## config.mk

```make
export PLATFORM = sky130hd
export DESIGN_NAME = ppg_top
export DESIGN_NICKNAME = d
export VERILOG_FILES = /design/src/rtl/ppg_pkg.sv /design/src/rtl/ppg_par_check.sv /design/src/rtl/ppg_perr_sample.sv /design/src/rtl/ppg_resp.sv /design/src/rtl/ppg_top.sv
export SDC_FILE = /design/constraint.sdc
export NUM_CORES = 1
export LEC_CHECK = 0
export BUFFER_PORTS_ARGS = -buffer_cell sky130_fd_sc_hd__buf_2
export CAP_MARGIN = 20
export CORE_UTILIZATION = 51
export CTS_CLUSTER_SIZE = 12
export DETAILED_ROUTE_END_ITERATION = 10
export HOLD_SLACK_MARGIN = 0.12
export PLACE_DENSITY_LB_ADDON = 0.05
export SYNTH_ARGS = -nofsm -noshare
export SYNTH_HDL_FRONTEND = slang
export SYNTH_SLANG_ARGS = --single-unit
```

## constraint.sdc

```tcl
create_clock -name clk -period 2.6 [get_ports clk]
set_clock_uncertainty 0.2 [all_clocks]
set_input_delay 0.52 -clock clk [delete_from_list [all_inputs] [get_ports clk]]
set_output_delay 0.52 -clock clk [all_outputs]
set_load 0.01 [all_outputs]
```

## src/rtl/ppg_pkg.sv

```systemverilog
`timescale 1ns/1ps
package ppg_pkg;
  typedef enum logic [1:0] {
    PH_NONE  = 2'd0,
    PH_ADDR  = 2'd1,
    PH_WR_RX = 2'd2,
    PH_RD_RX = 2'd3
  } phase_e;

  localparam int ST_DET   = 0;
  localparam int ST_MDPE  = 1;
  localparam int ST_FATAL = 2;
  localparam int ST_NFAT  = 3;
  localparam int ST_W     = 4;

  typedef struct packed {
    logic addr_err;
    logic wr_err;
    logic rd_err;
    logic claimed;
  } chk_res_t;
endpackage

```

## src/rtl/ppg_par_check.sv

```systemverilog
`timescale 1ns/1ps
module ppg_par_check import ppg_pkg::*; #(
  parameter int DW     = 64,
  parameter int LANE_W = 32
) (
  input  logic                  clk,
  input  logic                  rst_n,
  input  logic [DW-1:0]         ad,
  input  logic [DW/8-1:0]       cbe,
  input  logic                  ph_addr,
  input  logic                  ph_wr,
  input  logic                  ph_rd,
  input  logic                  upper,
  input  logic                  claimed,
  input  logic [DW/LANE_W-1:0]  par_in,
  output chk_res_t              res
);
  localparam int LANES = DW / LANE_W;
  localparam int BE_W  = LANE_W / 8;

  logic [DW-1:0]    ad_q, ad_d;
  logic [DW/8-1:0]  cbe_q, cbe_d;
  phase_e           kind_q, kind_d;
  logic             upper_q, upper_d;
  logic             claimed_q, claimed_d;
  logic             cap_en;
  logic [LANES-1:0] lane_err;
  logic             any_err;

  // capture enable: data registers load only when a phase is flagged
  always_comb begin
    cap_en    = ph_addr | ph_wr | ph_rd;
    ad_d      = ad;
    cbe_d     = cbe;
    upper_d   = upper;
    claimed_d = claimed;
    if (ph_addr)     kind_d = PH_ADDR;
    else if (ph_wr)  kind_d = PH_WR_RX;
    else if (ph_rd)  kind_d = PH_RD_RX;
    else             kind_d = PH_NONE;
  end

  always_ff @(posedge clk or negedge rst_n) begin
    if (!rst_n) begin
      kind_q <= PH_NONE;
    end else begin
      kind_q <= kind_d;
    end
  end

  always_ff @(posedge clk) begin
    if (cap_en) begin
      ad_q      <= ad_d;
      cbe_q     <= cbe_d;
      upper_q   <= upper_d;
      claimed_q <= claimed_d;
    end
  end

  // per-lane even parity compare against the late parity line
  for (genvar g = 0; g < LANES; g++) begin : g_lane
    logic exp_par;
    logic lane_on;
    assign exp_par     = ^{ad_q[g*LANE_W +: LANE_W], cbe_q[g*BE_W +: BE_W]};
    if (g == 0) begin : g_base
      assign lane_on = 1'b1;
    end else begin : g_wide
      assign lane_on = upper_q;
    end
    assign lane_err[g] = lane_on & (exp_par ^ par_in[g]);
  end

  assign any_err = (kind_q != PH_NONE) & (|lane_err);

  always_comb begin
    res.addr_err = any_err & (kind_q == PH_ADDR);
    res.wr_err   = any_err & (kind_q == PH_WR_RX);
    res.rd_err   = any_err & (kind_q == PH_RD_RX);
    res.claimed  = claimed_q;
  end

  // phase strobes are mutually exclusive
  a_r1_one_phase: assert property (@(posedge clk) disable iff (!rst_n)
    $onehot0({ph_addr, ph_wr, ph_rd}));
endmodule

```

## src/rtl/ppg_perr_sample.sv

```systemverilog
`timescale 1ns/1ps
module ppg_perr_sample #(
  parameter int LAT = 2   // cycles from outbound data phase to PERR# sample, >= 2
) (
  input  logic clk,
  input  logic rst_n,
  input  logic drv,
  input  logic posted,
  input  logic perr_in_n,
  output logic hit_posted,
  output logic hit_nonposted
);
  logic [LAT-1:0] v_q, v_d;
  logic [LAT-1:0] p_q, p_d;

  always_comb begin
    v_d = {v_q[LAT-2:0], drv};
    p_d = {p_q[LAT-2:0], drv & posted};
  end

  always_ff @(posedge clk or negedge rst_n) begin
    if (!rst_n) begin
      v_q <= '0;
      p_q <= '0;
    end else begin
      v_q <= v_d;
      p_q <= p_d;
    end
  end

  assign hit_posted    = v_q[LAT-1] &  p_q[LAT-1] & ~perr_in_n;
  assign hit_nonposted = v_q[LAT-1] & ~p_q[LAT-1] & ~perr_in_n;

  // a sampled PERR# report must trace back to an outbound data phase
  a_r8_hit_has_phase: assert property (@(posedge clk) disable iff (!rst_n)
    (hit_posted | hit_nonposted) |-> $past(v_q[LAT-2]));
endmodule

```

## src/rtl/ppg_resp.sv

```systemverilog
`timescale 1ns/1ps
module ppg_resp import ppg_pkg::*; (
  input  logic            clk,
  input  logic            rst_n,
  input  chk_res_t        res,
  input  logic            hit_posted,
  input  logic            hit_nonposted,
  input  logic            en,
  input  logic            adr_fen,
  input  logic            adr_nfen,
  input  logic            post_fen,
  input  logic            post_nfen,
  input  logic [ST_W-1:0] clr,
  output logic [ST_W-1:0] status,
  output logic            perr_n,
  output logic            abort,
  output logic            cpl
);
  logic [ST_W-1:0] st_q, st_d, st_set;
  logic            perr_q, perr_d;
  logic            abort_q, abort_d;
  logic            cpl_q, cpl_d;
  logic            det;

  always_comb begin
    det              = res.addr_err | res.wr_err | res.rd_err;
    st_set           = '0;
    st_set[ST_DET]   = det;
    st_set[ST_MDPE]  = en & res.rd_err;
    st_set[ST_FATAL] = en & ((res.addr_err & adr_fen)  | (hit_posted & post_fen));
    st_set[ST_NFAT]  = en & ((res.addr_err & adr_nfen) | (hit_posted & post_nfen));
    st_d             = (st_q & ~clr) | st_set;   // set wins over clear
    perr_d           = ~(en & (res.wr_err | res.rd_err));
    abort_d          = en & res.addr_err & res.claimed;
    cpl_d            = en & (res.rd_err | hit_nonposted);
  end

  always_ff @(posedge clk or negedge rst_n) begin
    if (!rst_n) begin
      st_q    <= '0;
      perr_q  <= 1'b1;
      abort_q <= 1'b0;
      cpl_q   <= 1'b0;
    end else begin
      st_q    <= st_d;
      perr_q  <= perr_d;
      abort_q <= abort_d;
      cpl_q   <= cpl_d;
    end
  end

  assign status = st_q;
  assign perr_n = perr_q;
  assign abort  = abort_q;
  assign cpl    = cpl_q;

  a_r4_silent_off: assert property (@(posedge clk) disable iff (!rst_n)
    !$past(en) |-> (perr_n && !abort && !cpl));
  a_r3_det_sticky: assert property (@(posedge clk) disable iff (!rst_n)
    (status[ST_DET] && !clr[ST_DET]) |=> status[ST_DET]);
  a_r5_abort_logged: assert property (@(posedge clk) disable iff (!rst_n)
    abort |-> status[ST_DET]);
  a_r7_mdpe_rise: assert property (@(posedge clk) disable iff (!rst_n)
    $rose(status[ST_MDPE]) |-> (cpl && !perr_n));
  a_r10_fatal_clear: assert property (@(posedge clk) disable iff (!rst_n)
    $fell(status[ST_FATAL]) |-> $past(clr[ST_FATAL]));
endmodule

```

## src/rtl/ppg_top.sv

```systemverilog
`timescale 1ns/1ps
module ppg_top import ppg_pkg::*; #(
  parameter int DW       = 64,
  parameter int LANE_W   = 32,
  parameter int PERR_LAT = 2
) (
  input  logic                 clk,
  input  logic                 rst_n,
  input  logic [DW-1:0]        bus_ad,
  input  logic [DW/8-1:0]      bus_cbe,
  input  logic [DW/LANE_W-1:0] bus_par,
  input  logic                 ph_addr,
  input  logic                 ph_wr_rx,
  input  logic                 ph_rd_rx,
  input  logic                 ph_upper,
  input  logic                 ph_claimed,
  input  logic                 out_wr_drv,
  input  logic                 out_wr_posted,
  input  logic                 perr_in_n,
  input  logic                 cfg_resp_en,
  input  logic                 cfg_adr_fatal_en,
  input  logic                 cfg_adr_nonfatal_en,
  input  logic                 cfg_post_fatal_en,
  input  logic                 cfg_post_nonfatal_en,
  input  logic [3:0]           stat_clr,
  output logic                 perr_out_n,
  output logic                 tgt_abort,
  output logic                 err_cpl,
  output logic                 irq_fatal,
  output logic                 irq_nonfatal,
  output logic [3:0]           status
);
  chk_res_t res;
  logic     hit_p, hit_np;

  ppg_par_check #(.DW(DW), .LANE_W(LANE_W)) u_chk (
    .clk(clk), .rst_n(rst_n), .ad(bus_ad), .cbe(bus_cbe),
    .ph_addr(ph_addr), .ph_wr(ph_wr_rx), .ph_rd(ph_rd_rx),
    .upper(ph_upper), .claimed(ph_claimed), .par_in(bus_par), .res(res)
  );

  ppg_perr_sample #(.LAT(PERR_LAT)) u_smp (
    .clk(clk), .rst_n(rst_n), .drv(out_wr_drv), .posted(out_wr_posted),
    .perr_in_n(perr_in_n), .hit_posted(hit_p), .hit_nonposted(hit_np)
  );

  ppg_resp u_resp (
    .clk(clk), .rst_n(rst_n), .res(res), .hit_posted(hit_p),
    .hit_nonposted(hit_np), .en(cfg_resp_en), .adr_fen(cfg_adr_fatal_en),
    .adr_nfen(cfg_adr_nonfatal_en), .post_fen(cfg_post_fatal_en),
    .post_nfen(cfg_post_nonfatal_en), .clr(stat_clr), .status(status),
    .perr_n(perr_out_n), .abort(tgt_abort), .cpl(err_cpl)
  );

  assign irq_fatal    = status[ST_FATAL];
  assign irq_nonfatal = status[ST_NFAT];

  // interrupt levels only drop on a clear strobe
  a_r10_nf_clear: assert property (@(posedge clk) disable iff (!rst_n)
    $fell(irq_nonfatal) |-> $past(stat_clr[ST_NFAT]));
endmodule

```

==> impl.org, run 1 <==
** Status
- Outcome :: finished clean

** Logic synthesis
- The Yosys step of the flow raised 0 warnings.
- The synthesized design contains 74 enable-type register cells.
- Area share of the largest cell type after synthesis :: 65.85%
- Among all flip-flop cells after synthesis, the most frequent one is sky130_fd_sc_hd__edfxtp_1.
- The synthesized design spends more area on one cell type than any other, namely sky130_fd_sc_hd__edfxtp_1.
- In the synthesized netlist the async set-or-reset flop fraction comes to 14.94%.
- Cell with the most instances after synthesis :: sky130_fd_sc_hd__edfxtp_1
- When the netlist entered floorplanning its net count stood at 281.
- By area the synthesized netlist is led by sky130_fd_sc_hd__edfxtp_1, sky130_fd_sc_hd__xnor2_1, sky130_fd_sc_hd__dfrtp_1.
- Most instantiated cells after synthesis :: sky130_fd_sc_hd__edfxtp_1, sky130_fd_sc_hd__xnor2_1, sky130_fd_sc_hd__dfrtp_1
- Flop and latch count out of synthesis :: 87
- Sequential cells were found to cover 75.53% of the synthesized design area.
- Post-Syn Area per Cell :: 17.95 um^2
- Count of unique library cells instantiated by Yosys :: 20
- After synthesis the cells add up to 3374 um^2.
- Post-synthesis cell count :: 188

** Drt
- The first detailed-routing pass ran for 4 iterations.
- Average wire length per cell after detail routing :: 11.95 um
- Met2 routed wirelength :: 2223 um
- Met1 Wirelength :: 1935 um
- For this block, the routed nets add up to 4565 um of wire.
- Via count :: 1,750
- In the detailed route, the total length drawn on met3 is 337 um.
- Per-cell via count in the routed design :: 4.581
- In this run, the number of DRC markers left after iteration 0 of detailed routing was 52.
- Once detail routing completed, the nets flagged for antenna violations numbered 0.
- Routed signal wires occupy layers up through met4.
- In the routed design, unresolved DRC markers number 0.

** Pwr
- Worst-case vdd ir drop :: 0.5196 mV
- Combinational power share :: 28.2%
- In this run the static leakage power is 1.698 nW.
- For this design the ratio of total power to cell area is 866.9 nW/um^2.
- Part of the power in the clock network :: 23.8%
- Internal power of the cells :: 2.656 mW
- Net switching is 26.53% of the power.
- Sequential share of power :: 48.0%
- Summed over all nets, the switching power comes to 958.7 uW.

** Floorplan
- Core footprint :: 6386 um^2
- From bottom edge to top edge, the die measures 83.34 um.
- Area of the die :: 6946 um^2
- Site Rows :: 29
- Starting Density :: 52.84%
- Die X-Extent :: 83.34 um
- Ports placed on the boundary :: 102

** Critical path
- Worst setup path startpoint :: u_chk.ad_q[40]$_DFFE_PP_
- Traced cell by cell, the critical path runs through xnor2_1 -> xnor2_1 -> xnor2_1 -> xnor3_1 -> xnor2_2 -> a21oi_4 -> o22ai_1.
- Worst setup path category :: flip-flop to flip-flop
- Critical path fanouts, max :: 7
- Cell repeated most along the worst path :: sky130_fd_sc_hd__xnor2_1
- The worst setup path is captured at a flip-flop.
- Data on the critical path is required at its endpoint by 2610 ps.
- Critical path buffer and inverter count :: 0
- The worst register-to-register path begins at u_chk.ad_q[40]$_DFFE_PP_.
- For the worst setup path, the data arrival time is 2250 ps.
- Slowest Stage Delay on Critical Path :: 450 ps
- The kind of cell with the highest combined delay along the critical path is XOR/XNOR gates.
- Slowest library cell on the worst path :: sky130_fd_sc_hd__xnor3_1
- STA classifies the critical path startpoint as a flip-flop.

** Clock network
- CTS resizes :: 0
- Number of buffers added by the clock tree synthesis step :: 9
- Buffers inserted during post-CTS setup optimization :: 0
- After clock tree synthesis, the clock-pin slew on the worst setup and hold paths is 80 ps.
- Worst-skew pair later-pin latency :: 340 ps
- CTS built an H-tree with a depth of 3.
- No sink is reached through more buffers than the 2 on the longest clock path.
- Clock Tree Root :: sky130_fd_sc_hd__clkbuf_8
- CTS sink count :: 87
- TritonCTS clock tree :: built

** STA
- Setup repair after global routing missed its margin :: no
- For the pin with the worst max-slew slack, the measured transition is 887.6 ps.
- Final hold violation count :: 0
- Setup slack on the critical path of the routed design comes to 363.8 ps.
- Number of failing setup endpoints in the final timing report :: 0
- The routed design could run at a clock period as short as 2236 ps.
- Final clock period utilization by the worst path :: 86.01%
- Achievable frequency :: 447.2 MHz
- Final number of max-transition violations :: 0
- Post-route setup TNS :: 0 ps
- In this run the tightest slew margin relative to its limit is 40.83%.

** Layout
- Area growth, synth to finish :: 23.54%
- Multi-input logic area :: 797.0 um^2
- The finished layout holds 382 standard cells, fillers aside.
- The repair_antennas step left the layout with diodes totalling 0.
- At the end of the flow, the number of nets in the layout was 394.
- Register Area :: 2549 um^2
- The filler cells instantiated in the layout total 469.
- Of the cells placed in the final design, the portion with a size suffix greater than 1 is 39.02%.

** Global route
- The initial antenna violation count is 0.
- Across every metal layer, demand over resource in global routing totals 14.42%.
- Via count of the first global-routing pass :: 1,769
- The first global-routing pass estimated 7583 um of wire.
- Pin count of the biggest net entering global routing :: 75
- Overflow after GRT :: 0

** Hold path
- Hold WC Path Type :: input port to flip-flop
- Launch instance of the worst min-delay path :: bus_ad[27]

** Placement
- Before CTS, the worst setup slack after placement is 192.9 ps.
- Final weighted congestion of routability-driven global placement :: 0.6740
- Post-placement cell count :: 365
- After legalization and detailed placement, the total HPWL measured 3195 um.
- Buffers placed on the I/O ports in this run total 101.

** Job
- The tool flagged a number of max-cap violations equal to 0.
## kinds of logic after synthesis
family          count (synthesis)  share of synthesized area, %
xor+xnor                       70                         19.21
compound gates                  9                         1.854
simple gates                   16                         2.522
flops                          87                         75.53
buf+inv                         6                        0.8896
## metrics by stage
stage | area, um^2 | hold slack, ps | power [mW] | utilization, %
floorplan | 3376 | 24.41 | 2.575 | -
global placement | 3970 | 131.5 | 2.777 | 62.17
detailed placement | 3970 | 137.9 | 2.799 | 62.17
CTS | 4169 | 135.3 | 3.658 | 65.28
global route | 4169 | 134.7 | 3.801 | 65.28
finish | 4169 | 150.0 | 3.614 | 65.28
## registers in the layout, indices dropped and copies added, names as in the netlist
| register | count |
|---|---|
| u_chk.claimed_q | 1 |
| u_resp.cpl | 1 |
| u_resp.status | 4 |
| u_resp.abort | 1 |
| u_chk.kind_q | 2 |
| u_resp.perr_n | 1 |
| u_smp.v_q | 2 |
| u_chk.ad_q | 64 |
| u_chk.cbe_q | 8 |
| u_smp.p_q | 2 |
| u_chk.g_lane.lane_on | 1 |
## worst register-to-register path, cell delays in order (launching register included)
cell	delay [ps]
sky130_fd_sc_hd__edfxtp_1	380
sky130_fd_sc_hd__xnor2_1	240
sky130_fd_sc_hd__xnor2_1	170
sky130_fd_sc_hd__xnor2_1	150
sky130_fd_sc_hd__xnor3_1	450
sky130_fd_sc_hd__xnor2_2	160
sky130_fd_sc_hd__a21oi_4	250
sky130_fd_sc_hd__o22ai_1	120
## final timing paths
path	end	cells after the start	slack, ps
worst max-delay path	u_resp.status[1]$_DFF_PN0_	7	360
worst min-delay path	u_chk.ad_q[27]$_DFFE_PP_	1	150
worst max register to register	u_resp.status[1]$_DFF_PN0_	7	360
worst min register to register	u_smp.p_q[1]$_DFF_PN0_	0	160
max in group asynchronous	u_resp.perr_n$_DFF_PN1_	2	1540
min in group asynchronous	u_resp.status[1]$_DFF_PN0_	2	390
## power groups by stage
stage / sequential (mW) / clock, mW / combinational [mW]
after CTS: 1.73 / 0.886 / 1.04
after floorplan: 1.78 / 0 / 0.795
after global routing: 1.75 / 0.944 / 1.11
after global placement: 1.76 / 0 / 1.01
after detailed placement: 1.77 / 0 / 1.03
final: 1.73 / 0.861 / 1.02
## layout by cell type (no fill, tap or decap)
cell type and n:
sky130_fd_sc_hd__buf_2 101, sky130_fd_sc_hd__edfxtp_1 74, sky130_fd_sc_hd__xnor2_1 57, sky130_fd_sc_hd__dfrtp_1 12
sky130_fd_sc_hd__xor2_1 10, sky130_fd_sc_hd__clkbuf_8 9, sky130_fd_sc_hd__nor2_1 5, sky130_fd_sc_hd__nand3_1 4
sky130_fd_sc_hd__inv_1 4, sky130_fd_sc_hd__nor2b_1 3, sky130_fd_sc_hd__o22ai_1 3, sky130_fd_sc_hd__xnor3_1 2
sky130_fd_sc_hd__nand3b_1 2, sky130_fd_sc_hd__a21oi_1 2, sky130_fd_sc_hd__o21ai_1 2, sky130_fd_sc_hd__clkbuf_1 2
sky130_fd_sc_hd__clkinv_2 2, sky130_fd_sc_hd__dlygate4sd3_1 2, sky130_fd_sc_hd__xnor2_2 1, sky130_fd_sc_hd__a21oi_4 1
sky130_fd_sc_hd__a21o_1 1, sky130_fd_sc_hd__or3_2 1, sky130_fd_sc_hd__and2_1 1, sky130_fd_sc_hd__bufinv_16 1
sky130_fd_sc_hd__clkinvlp_4 1, sky130_fd_sc_hd__buf_4 1, sky130_fd_sc_hd__dfstp_2 1
## metal layers
layer,GRT usage [%],up-vias
li1,-,883
met4,7.680,0
met3,4.473,6
met5,0,-
met1,16.93,787
met2,23.77,74
## repair_timing
action | in CTS | in global routing
hold buffers | 2 | 0
endpoints found under the hold margin | 14 | 0
setup endpoints to repair | 0 | 0
## cell type report
| cell class | instances | area share [%] |
|---|---|---|
| Timing Repair Buffer | 104 | 12.79 |
| Clock inverter | 4 | 1.140 |
| Multi-Input combinational cell | 95 | 19.12 |
| Inverter | 4 | 0.3601 |
| Clock buffer | 11 | 3.151 |
| Tap cell | 77 | 2.311 |
| Sequential cell | 87 | 61.13 |
(Power assumes the default switching activity.)
==> inputs of run 2 (changes only) <==
==> constraint.sdc (replaced) <==
create_clock -name clk -period 2.37 [get_ports clk]
set_clock_uncertainty 0.2 [all_clocks]
set_input_delay 0.474 -clock clk [delete_from_list [all_inputs] [get_ports clk]]
set_output_delay 0.474 -clock clk [all_outputs]
set_load 0.01 [all_outputs]
==> impl.org, run 2 (synthesized netlist as in run 1, its figures left out) <==
** Layout
- The fraction of final layout cells with drive strength greater than 1 was 31.25% (-7.8 points).
- The cell area after layout is 4995 um^2 (+20%).
- Most common cell after layout, fill and taps aside :: sky130_fd_sc_hd__buf_2
- Commonest cells after routing, fill and taps aside :: sky130_fd_sc_hd__buf_2, sky130_fd_sc_hd__dlygate4sd3_1, sky130_fd_sc_hd__edfxtp_1, sky130_fd_sc_hd__xnor2_1, sky130_fd_sc_hd__dfrtp_1
- Net count of the finished layout :: 472 (+20%)
- Number of flip-flops under the largest register name :: 64 (unchanged)
- Area growth, synth to finish :: 48.02%
- Diodes inserted :: 0 (unchanged)
- The count of fill cells added during filler insertion is 378 (-19%).
- Top register by number of flip-flops :: u_chk.ad_q

** STA
- The ratio of final minimum period to clock period came to 93.97% (+8.0 points).
- Setup repair after global routing missed its margin :: no
- Final hold violation count :: 0 (unchanged)
- The fmax was 449.0 MHz (+0.41%).
- Post-route setup TNS :: 0 ps (unchanged)
- Final min period :: 2227 ps (-9.199 ps)
- Final number of max-transition violations :: 0 (unchanged)
- Rel. slew slack :: 74.30% (+33 points)
- Worst-Margin Slew :: 385.5 ps (-502.1 ps)
- The final count of negative-setup-slack endpoints was 0 (unchanged).

** Drt
- First-pass iteration count of the detailed router :: 4 (unchanged)
- The DRC marker count from the first detailed-route iteration was 67 (+29%).
- The routed wire length is 6205 um (+36%).
- The DRC violation count after routing came to 0 (unchanged).
- Per-cell via count in the routed design :: 4.544 (-0.80%)
- The routed length per instance was 13.46 um (+13%).
- Via count :: 2,095 (+20%)
- The count of antenna-violating nets left after detailed routing is 0 (unchanged).

** Placement
- PortBufs :: 101 (unchanged)
- The global placer's final weighted congestion came to 0.6921 (+2.7%).
- Half-perimeter wire length after detailed placement :: 3351 um (+4.9%)
- Placed standard-cell area :: 3983 um^2 (+0.32%)

** Global route
- Overflow after GRT :: 0 (unchanged)
- GRT Total Usage :: 19.57% (+5.2 points)
- The largest net degree at the start of global routing came to 75 (unchanged).
- Via count of the first global-routing pass :: 2,327 (+32%)
- Antenna violations before repair :: 0 (unchanged)
- The first-pass GRT wire length came to 10,180 um (+34%).

** Clock network
- CTS sink count :: 87 (unchanged)
- The number of post-CTS setup repair buffers came to 0 (unchanged).
- CTS placed an instance of sky130_fd_sc_hd__clkbuf_8 at the clock tree root.
- The insertion delay to the later sink of the worst-skew pair was 340 ps (about the same).
- The clock tree buffer depth came to 2 (unchanged).
- Total number of H-tree levels :: 3 (unchanged)
- TritonCTS built the clock tree.
- Register clock-pin slew on the reported worst setup and hold paths :: 80 ps (about the same)
- Number of buffers added by the clock tree synthesis step :: 9 (unchanged)

** Critical path
- The biggest cell delay along the critical path came to 400 ps (-50 ps).
- STA classifies the critical path startpoint as a flip-flop.
- Endpoint kind of the worst setup timing path :: flip-flop
- Slowest library cell on the worst path :: sky130_fd_sc_hd__edfxtp_1
- Among the stages of the critical path, the cell type that occurs most often is sky130_fd_sc_hd__xnor2_1.
- Data required time of the critical path :: 2390 ps (-220 ps)
- Arrival time worst endpoint :: 2240 ps (about the same)
- Worst setup path category :: flip-flop to flip-flop
- Critical path fanouts, max :: 7 (unchanged)
- List of cells traversed by the critical path :: xnor2_1 -> xnor2_1 -> xnor2_1 -> xnor3_1 -> xnor2_2 -> a21oi_4 -> o22ai_1

** Pwr
- Total power per unit cell area :: 843.8 nW/um^2 (-2.7%)
- The leakage power was 2.041 nW (+20%).
- Worst-case vdd ir drop :: 0.4635 mV (-11%)

** Floorplan
- The number of rows created at floorplan was 29 (unchanged).
- Starting Density :: 52.84% (unchanged)
- Die height :: 83.34 um (unchanged)
- The die area is 6946 um^2 (unchanged).
- Die X-Extent :: 83.34 um (unchanged)
- The placeable core region was 6386 um^2 (unchanged).
- Ports placed on the boundary :: 102 (unchanged)

** Job
- Maxcap violations :: 0 (unchanged)

** Hold path
- Hold WC Path Type :: flip-flop to flip-flop

** Status
- Outcome :: finished clean
-- run 2: cell count changes in the layout (fill, tap and decap cells not counted), sizes merged --
cell and change:
bufinv +1, clkbuf -2, clkinvlp +1, dlygate4sd3 +78, clkinv +1
-- run 2: path summary, 6_finish.rpt --
check / endpoint / slack [ps] / cells past startpoint / from
max in group asynchronous: u_resp.perr_n$_DFF_PN1_ / 1340 / 2 / rst_n
setup reg to reg: u_resp.status[1]$_DFF_PN0_ / 140 / 7 / u_chk.cbe_q[5]$_DFFE_PP_
hold reg to reg: u_smp.v_q[1]$_DFF_PN0_ / 150 / 0 / u_smp.v_q[0]$_DFF_PN0_
min in group asynchronous: u_resp.status[1]$_DFF_PN0_ / 360 / 2 / rst_n
hold / removal: u_smp.v_q[1]$_DFF_PN0_ / 150 / 0 / u_smp.v_q[0]$_DFF_PN0_
setup / recovery: u_resp.status[1]$_DFF_PN0_ / 140 / 7 / u_chk.cbe_q[5]$_DFFE_PP_
-- run 2: layer usage --
metal  vias to the layer above  GRT usage, %  routed length [um]
li1                       1039             -                   -
met1                       971         22.78                2544
met2                        74         34.28                3233
met3                        11         4.076                 300
met4                         0         9.875                 127
met5                         -             0                   0
-- run 2: per-stage QoR --
step	utilization (%)	hold WS [ps]	cells	power, mW	setup WS [ps]
CTS	78.21	141.6	461	4.254	135.1
finish	78.21	152.8	461	4.215	143.0
detailed placement	62.36	135.5	365	3.075	10.62
global placement	62.36	131.8	365	3.049	32.71
global route	78.21	155.5	461	4.411	1.106
floorplan	-	-21.59	188	2.825	276.4
-- run 2: final cells by class --
cell class              count  area [um^2]  area share, %
clock buffers               9        123.9          2.480
well taps                  77        96.34          1.929
inverters                   4        15.01         0.3006
repair buffers            182         1326          26.55
multi-input cells          95        797.0          15.96
flip-flops and latches     87         2549          51.03
clock inverters             7        87.58          1.754
-- run 2: critical path: cells and delay by family (launching register included) --
kind            cells  cell delay [ps]
compound gates      2              360
xor+xnor            5             1150
flops               1              400
-- run 2: what timing repair did --
action / CTS / global route
hold endpoints to repair: 92 / 0
hold buffers: 80 / 0
endpoints found under the setup margin: 0 / 1
gates resized for setup: 0 / 0
-- run 2: power by group --
part	switching (mW)	internal (mW)	leakage [nW]
Combinational	0.545	0.683	1.01
Sequential	0.0701	1.84	0.930
Clock	0.495	0.584	0.100
